===== config.mk =====
export PLATFORM = sky130hd
export DESIGN_NAME = keyed_wdog
export DESIGN_NICKNAME = d
export VERILOG_FILES = /design/src/rtl/keyed_wdog_pkg.sv /design/src/rtl/wdog_unlock.sv /design/src/rtl/wdog_counter.sv /design/src/rtl/wdog_regs.sv /design/src/rtl/keyed_wdog.sv
export SDC_FILE = /design/constraint.sdc
export NUM_CORES = 1
export LEC_CHECK = 0
export ABC_CLOCK_PERIOD_IN_PS = 4900
export BUFFER_PORTS_ARGS = -buffer_cell sky130_fd_sc_hd__buf_2
export CAP_MARGIN = 20
export CORE_MARGIN = 2
export CORE_UTILIZATION = 55
export CTS_BUF_LIST = sky130_fd_sc_hd__clkbuf_8
export DETAILED_ROUTE_END_ITERATION = 6
export MAX_ROUTING_LAYER = met4
export PLACE_DENSITY = 0.74
export SKIP_CTS_REPAIR_TIMING = 1
export SYNTH_ARGS = -nofsm -noshare
export SYNTH_HDL_FRONTEND = slang
export SYNTH_HIERARCHICAL = 1
export SYNTH_SLANG_ARGS = --single-unit

===== constraint.sdc =====
create_clock -name clk -period 4.9 [get_ports clk]
set_input_delay 0.49 -clock clk [delete_from_list [all_inputs] [get_ports clk]]
set_output_delay 0.49 -clock clk [all_outputs]
set_load 0.02 [all_outputs]

===== src/rtl/keyed_wdog_pkg.sv =====
package keyed_wdog_pkg;
  localparam int unsigned AW = 4;
  localparam logic [AW-1:0] A_CFG    = 4'd0;
  localparam logic [AW-1:0] A_CNT    = 4'd2;
  localparam logic [AW-1:0] A_SCALED = 4'd4;
  localparam logic [AW-1:0] A_FEED   = 4'd6;
  localparam logic [AW-1:0] A_KEY    = 4'd7;
  localparam logic [AW-1:0] A_THR    = 4'd8;
  localparam logic [31:0] UNLOCK_MAGIC = 32'h0051_F15E;
  localparam logic [31:0] FEED_MAGIC   = 32'h0D09_F00D;
  localparam int unsigned B_RST_EN = 8;
  localparam int unsigned B_ZERO   = 9;
  localparam int unsigned B_RUN    = 12;
  localparam int unsigned B_AWAKE  = 13;
  localparam int unsigned B_PEND   = 28;
endpackage


===== src/rtl/wdog_unlock.sv =====
module wdog_unlock
  import keyed_wdog_pkg::*;
#(
  parameter int unsigned ADDR_W = 4,
  parameter int unsigned DATA_W = 32
) (
  input  logic              clk,
  input  logic              rst_n,
  input  logic              wr_en,
  input  logic [ADDR_W-1:0] addr,
  input  logic [DATA_W-1:0] wr_data,
  output logic              open_o,
  output logic              wr_ok_o
);
  localparam logic [ADDR_W-1:0] KEY_ADDR = ADDR_W'(A_KEY);

  logic open_q, open_d;

  // Any write ends the unlock; only the magic key to the key word opens it.
  always_comb begin
    open_d = open_q;
    if (wr_en) open_d = (addr == KEY_ADDR) && (wr_data == DATA_W'(UNLOCK_MAGIC));
  end

  always_ff @(posedge clk or negedge rst_n) begin
    if (!rst_n)     open_q <= 1'b0;
    else if (wr_en) open_q <= open_d;
  end

  assign open_o  = open_q;
  assign wr_ok_o = wr_en && open_q && (addr != KEY_ADDR);

  // the unlock is consumed by one non-key write
  a_r2_one_shot: assert property (@(posedge clk) disable iff (!rst_n)
    (wr_en && addr != KEY_ADDR) |=> !open_o);
  // a wrong key never opens the block
  a_r2_bad_key: assert property (@(posedge clk) disable iff (!rst_n)
    (wr_en && wr_data != DATA_W'(UNLOCK_MAGIC)) |=> !open_o);
endmodule


===== src/rtl/wdog_counter.sv =====
module wdog_counter #(
  parameter int unsigned CNT_W   = 31,
  parameter int unsigned SCL_W   = 16,
  parameter int unsigned SHIFT_W = 4
) (
  input  logic               clk,
  input  logic               rst_n,
  input  logic               tick,
  input  logic               run,
  input  logic [SHIFT_W-1:0] shift,
  input  logic [SCL_W-1:0]   thr,
  input  logic               zero_on_hit,
  input  logic               load,
  input  logic [CNT_W-1:0]   load_val,
  input  logic               feed_clr,
  output logic [CNT_W-1:0]   count_o,
  output logic [SCL_W-1:0]   scaled_o,
  output logic               hit_o
);
  logic [CNT_W-1:0] cnt_q, cnt_d, inc, inc_sh, cur_sh;
  logic             step;

  assign step   = tick && run;
  assign inc    = cnt_q + CNT_W'(1);
  assign inc_sh = inc >> shift;
  assign cur_sh = cnt_q >> shift;
  assign hit_o  = step && (inc_sh[SCL_W-1:0] >= thr);

  always_comb begin
    cnt_d = cnt_q;
    if (load)          cnt_d = load_val;
    else if (feed_clr) cnt_d = '0;
    else if (step)     cnt_d = (hit_o && zero_on_hit) ? '0 : inc;
  end

  always_ff @(posedge clk or negedge rst_n) begin
    if (!rst_n) cnt_q <= '0;
    else        cnt_q <= cnt_d;
  end

  assign count_o  = cnt_q;
  assign scaled_o = cur_sh[SCL_W-1:0];

  // no tick while running and no write means the count holds
  a_r8_hold: assert property (@(posedge clk) disable iff (!rst_n)
    (!step && !load && !feed_clr) |=> $stable(count_o));
  // a magic feed always leaves a zero count
  a_r4_feed_zero: assert property (@(posedge clk) disable iff (!rst_n)
    (feed_clr && !load) |=> (count_o == '0));
endmodule


===== src/rtl/wdog_regs.sv =====
module wdog_regs
  import keyed_wdog_pkg::*;
#(
  parameter int unsigned ADDR_W = 4,
  parameter int unsigned DATA_W = 32,
  parameter int unsigned CNT_W  = 31,
  parameter int unsigned SCL_W  = 16
) (
  input  logic              clk,
  input  logic              rst_n,
  input  logic              wr_ok,
  input  logic              rd_en,
  input  logic [ADDR_W-1:0] addr,
  input  logic [DATA_W-1:0] wr_data,
  input  logic              hit,
  input  logic              open_i,
  input  logic [CNT_W-1:0]  count,
  input  logic [SCL_W-1:0]  scaled,
  output logic [DATA_W-1:0] cfg_o,
  output logic [SCL_W-1:0]  thr_o,
  output logic [DATA_W-1:0] rd_data
);
  logic [DATA_W-1:0] cfg_q, cfg_d, rd_q, rd_mux;
  logic [SCL_W-1:0]  thr_q, thr_d;
  logic              cfg_wr, thr_wr;

  assign cfg_wr = wr_ok && (addr == ADDR_W'(A_CFG));
  assign thr_wr = wr_ok && (addr == ADDR_W'(A_THR));

  always_comb begin
    cfg_d = cfg_q;
    if (cfg_wr) cfg_d = wr_data;
    if (hit)    cfg_d[B_PEND] = 1'b1;   // hardware set wins over clear
    thr_d = thr_wr ? wr_data[SCL_W-1:0] : thr_q;
  end

  always_comb begin
    unique case (addr)
      ADDR_W'(A_CFG):    rd_mux = cfg_q;
      ADDR_W'(A_CNT):    rd_mux = DATA_W'(count);
      ADDR_W'(A_SCALED): rd_mux = DATA_W'(scaled);
      ADDR_W'(A_KEY):    rd_mux = DATA_W'(open_i);
      ADDR_W'(A_THR):    rd_mux = DATA_W'(thr_q);
      default:           rd_mux = '0;
    endcase
  end

  always_ff @(posedge clk or negedge rst_n) begin
    if (!rst_n) begin
      cfg_q <= '0;
      thr_q <= '0;
      rd_q  <= '0;
    end else begin
      cfg_q <= cfg_d;
      thr_q <= thr_d;
      if (rd_en) rd_q <= rd_mux;
    end
  end

  assign cfg_o   = cfg_q;
  assign thr_o   = thr_q;
  assign rd_data = rd_q;

  // pending is sticky without a config write
  a_r10_sticky: assert property (@(posedge clk) disable iff (!rst_n)
    (cfg_o[B_PEND] && !cfg_wr) |=> cfg_o[B_PEND]);
  // a match always leaves pending set
  a_r9_hit_sets: assert property (@(posedge clk) disable iff (!rst_n)
    hit |=> cfg_o[B_PEND]);
  // read data only moves on a read strobe
  a_r12_rd_hold: assert property (@(posedge clk) disable iff (!rst_n)
    !rd_en |=> $stable(rd_data));
endmodule


===== src/rtl/keyed_wdog.sv =====
module keyed_wdog
  import keyed_wdog_pkg::*;
#(
  parameter int unsigned ADDR_W  = 4,
  parameter int unsigned DATA_W  = 32,
  parameter int unsigned CNT_W   = 31,
  parameter int unsigned SCL_W   = 16,
  parameter int unsigned SHIFT_W = 4
) (
  input  logic              clk,
  input  logic              rst_n,
  input  logic              wr_en,
  input  logic              rd_en,
  input  logic [ADDR_W-1:0] addr,
  input  logic [DATA_W-1:0] wr_data,
  output logic [DATA_W-1:0] rd_data,
  input  logic              lf_tick,
  input  logic              core_awake,
  output logic              irq,
  output logic              rst_req
);
  logic              open_s, wr_ok, hit, run, load, feed_clr;
  logic [DATA_W-1:0] cfg;
  logic [SCL_W-1:0]  thr, scaled;
  logic [CNT_W-1:0]  count;

  assign load     = wr_ok && (addr == ADDR_W'(A_CNT));
  assign feed_clr = wr_ok && (addr == ADDR_W'(A_FEED)) && (wr_data == DATA_W'(FEED_MAGIC));
  assign run      = cfg[B_RUN] || (cfg[B_AWAKE] && core_awake);

  wdog_unlock #(.ADDR_W(ADDR_W), .DATA_W(DATA_W)) u_unlock (
    .clk, .rst_n, .wr_en, .addr, .wr_data, .open_o(open_s), .wr_ok_o(wr_ok)
  );

  wdog_counter #(.CNT_W(CNT_W), .SCL_W(SCL_W), .SHIFT_W(SHIFT_W)) u_cnt (
    .clk, .rst_n, .tick(lf_tick), .run, .shift(cfg[SHIFT_W-1:0]), .thr,
    .zero_on_hit(cfg[B_ZERO]), .load, .load_val(wr_data[CNT_W-1:0]),
    .feed_clr, .count_o(count), .scaled_o(scaled), .hit_o(hit)
  );

  wdog_regs #(.ADDR_W(ADDR_W), .DATA_W(DATA_W), .CNT_W(CNT_W), .SCL_W(SCL_W)) u_regs (
    .clk, .rst_n, .wr_ok, .rd_en, .addr, .wr_data, .hit, .open_i(open_s),
    .count, .scaled, .cfg_o(cfg), .thr_o(thr), .rd_data
  );

  assign irq     = cfg[B_PEND];
  assign rst_req = cfg[B_PEND] && cfg[B_RST_EN];

  // a reset request implies a pending interrupt
  a_r11_req_implies_irq: assert property (@(posedge clk) disable iff (!rst_n)
    rst_req |-> irq);
  // a locked threshold write leaves the threshold alone
  a_r3_locked_thr: assert property (@(posedge clk) disable iff (!rst_n)
    (wr_en && !open_s && addr == ADDR_W'(A_THR)) |=> $stable(thr));
endmodule


==> results.sh <==
export IMPL_cts_buffers=9
export IMPL_worst_ep_required_time_ns=5.19
export IMPL_fillers=1446
export IMPL_critPathCaptureType="flop"
export IMPL_cts_num_sinks=112
export IMPL_tightest_slew_ns=1.265
export IMPL_place_detailed_hpwl_um=24490
export IMPL_antenna_found_initial=1
export IMPL_gr_total_overflow=0
export IMPL_yosysUniqueCellTypes=88
export IMPL_synth_fp_nets=1137
export IMPL_wl_per_cell_um=24.68
export IMPL_synth_most_common_cell="dfrtp_1"
export IMPL_critPathArrivalTime_ns=5.06
export IMPL_slowest_stage="mux4_2"
export IMPL_synth_seq_cells=112
export IMPL_cts_root_buf="clkbuf_8"
export IMPL_synthMuxAreaShare_pct=16.73
export IMPL_path_delay_family="compound AO/OA/AOI/OAI gates"
export IMPL_drive_gt1_share_pct=24.85
export IMPL_place_congestion=1.008
export IMPL_grt_use_total_pct=37.60
export IMPL_die_width_um=134.7
export IMPL_cpMostUsedCell="ha_1"
export IMPL_grt_max_degree=70
export IMPL_syn_inst=1078
export IMPL_placement_cell_area_mm2=0.01010
export IMPL_drv_slew=0
export IMPL_yosys_area_share_simple_pct=19.58
export IMPL_ys_seq_area_share_pct=29.83
export IMPL_area_delta_synth_final_pct=10.62
export IMPL_boundaryPins=76
export IMPL_postLayoutCellArea_mm2=0.01039
export IMPL_synth_area_per_cell_um2=8.714
export IMPL_outcome="completed"
export IMPL_final_nets=1185
export IMPL_yosys_area_top_type="dfrtp_1"
export IMPL_rsz0062_at_grt="no"
export IMPL_max_stage_delay_ns=0.50
export IMPL_clkTransAtPathRegs_ns=0.12
export IMPL_vias=9589
export IMPL_path_buf_inv=1
export IMPL_synth_area_top_cells="dfrtp_1, mux2_2, mux4_2"
export IMPL_finalClockSkew_ns=0.01153
export IMPL_grt_first_pass_wirelength_um=50830
export IMPL_ir_drop_uv=195.6
export IMPL_synth_edff_count=0
export IMPL_drc=0
export IMPL_hp_class="input pin to asynchronous set/reset pin"
export IMPL_dr_first_iter_drc_count=1437
export IMPL_power_density_mw_per_mm2=330.7
export IMPL_ant_nets=0
export IMPL_setup_viol_count_final=0
export IMPL_synth_top_area_share_pct=29.83
export IMPL_synth_xor_area_share_pct=1.665
export IMPL_rows=47
export IMPL_post_route_min_period_ns=4.766
export IMPL_die_h_um=134.7
export IMPL_crit_chain="ha_1 > buf_4 > and4_1 > nand3_1 > o22a_1 > o211ai_1 > mux2i_1 > mux4_2 > ha_1 > a21o_1 > a21oi_1 > o22ai_1 > a211o_1 > a31oi_4 > nand2_2 > o311ai_1"
export IMPL_crit_path_start_kind="flop"
export IMPL_vias_per_cell=7.092
export IMPL_grt_pass1_vias=8676
export IMPL_synthArstFlopShare_pct=100.0
export IMPL_cts_buffer_depth=2
export IMPL_synthAdderAreaFrac_pct=2.264
export IMPL_fmax_mhz=209.8
export IMPL_worstPathMaxFanout=8
export IMPL_clkLatencyLatePin_ns=0.40
export IMPL_post_route_period_util_pct=97.27
export IMPL_initial_utilization_pct=56.45
export IMPL_coreArea_mm2=0.01664
export IMPL_cts_tree="built"
export IMPL_synth_top_family_by_area="compound AO/OA/AOI/OAI gates"
export IMPL_hold_viol=0
export IMPL_wl_um=33370
export IMPL_worstSetupPathType="flop to flop"
export IMPL_fin_setup_tns_ns=0
export IMPL_htreeDepth=3
export IMPL_ys_flop_type="dfrtp_1"
export IMPL_port_buffers=75
export IMPL_synth_compound_area_share_pct=23.39
export IMPL_synth_cell_area_mm2=0.009394
export IMPL_power_leakage_nw=4.455
export IMPL_multi_input_area_mm2=0.006040
export IMPL_register_area_mm2=0.002805
export IMPL_dr_pass1_iters=6
export IMPL_die_area_mm2=0.01814
export IMPL_synth_warnings=6
export IMPL_synth_commonest_cells="dfrtp_1, nand2_1, nor2_1, a21oi_1, mux2_2"
export IMPL_relSlewSlack_pct=15.61
export IMPL_maxCapViolCount=0
-- placed cells by master (no fill, tap or decap), drive strengths merged, types with 34 or more instances in the layout --
cell type / instances
nand2: 95
a21oi: 77
nor2: 83
inv: 46
o21ai: 47
nand3: 34
mux2: 74
a22oi: 34
buf: 139
dfrtp: 112
-- cell families after synthesis --
group,count (synthesis)
mux,124
compound gates,316
flops,112
xor+xnor,17
buf+inv,145
fa+ha+maj,17
simple gates,347
-- area by class of cell --
class / instances / area share (%)
antenna: 1 / 0.02408
clock inverter: 7 / 0.8429
multi-input combinational: 821 / 58.12
sequential: 112 / 27.00
inverter: 43 / 1.553
tap: 220 / 2.649
timing repair buffer: 139 / 8.621
clock buffer: 9 / 1.192
-- through the flow --
stage	utilization (%)	hold WS (ns)	setup WS, ns	instances	power [mW]
finish	62.44	0.2083	0.1338	1352	3.436
global route	62.44	0.2643	0.0005627	1352	3.608
CTS	61.94	0.2413	0.1123	1349	3.347
detailed placement	60.67	0.4916	0.1744	1333	2.738
global placement	60.67	0.4767	0.1695	1333	2.724
floorplan	-	0.1944	0.04157	1078	2.167
-- power by group --
part / total, mW / internal (mW) / switching, mW
combinational: 1.81 / 0.718 / 1.09
sequential: 1.02 / 0.973 / 0.0451
clock: 0.610 / 0.249 / 0.361
total: 3.44 / 1.94 / 1.50
-- metal layers --
| layer | track usage (%) | up-vias | share of wire, % |
|---|---|---|---|
| met5 | - | - | 0 |
| met4 | 14.56 | 0 | 3.9 |
| met2 | 52.82 | 714 | 43 |
| met1 | 52.17 | 4557 | 41 |
| met3 | 9.347 | 108 | 13 |
| li1 | - | 4210 | - |
-- sequential cells by signal, indices dropped and copies added (netlist names) --
name / cells
u_regs/cfg_o: 32
u_regs/thr_o: 16
u_unlock/open_o: 1
u_regs/rd_data: 32
u_cnt/count_o: 31
-- final timing paths --
check,startpoint,endpoint,slack [ns],cells after the start
worst max-delay path,u_cnt/count_o[0]$_DFFE_PN0P_,u_cnt/count_o[16]$_DFFE_PN0P_,0.13,16
worst min-delay path,rst_n,u_cnt/count_o[25]$_DFFE_PN0P_,0.21,1
worst max register to register,u_cnt/count_o[0]$_DFFE_PN0P_,u_cnt/count_o[16]$_DFFE_PN0P_,0.13,16
worst min register to register,u_regs/cfg_o[7]$_DFFE_PN0P_,u_regs/cfg_o[7]$_DFFE_PN0P_,0.52,1
max in group asynchronous,rst_n,u_regs/thr_o[10]$_DFFE_PN0P_,3.56,2
min in group clk,wr_en,u_unlock/open_o$_DFFE_PN0P_,0.37,2
No activity file was read; power rests on OpenSTA's default activity.
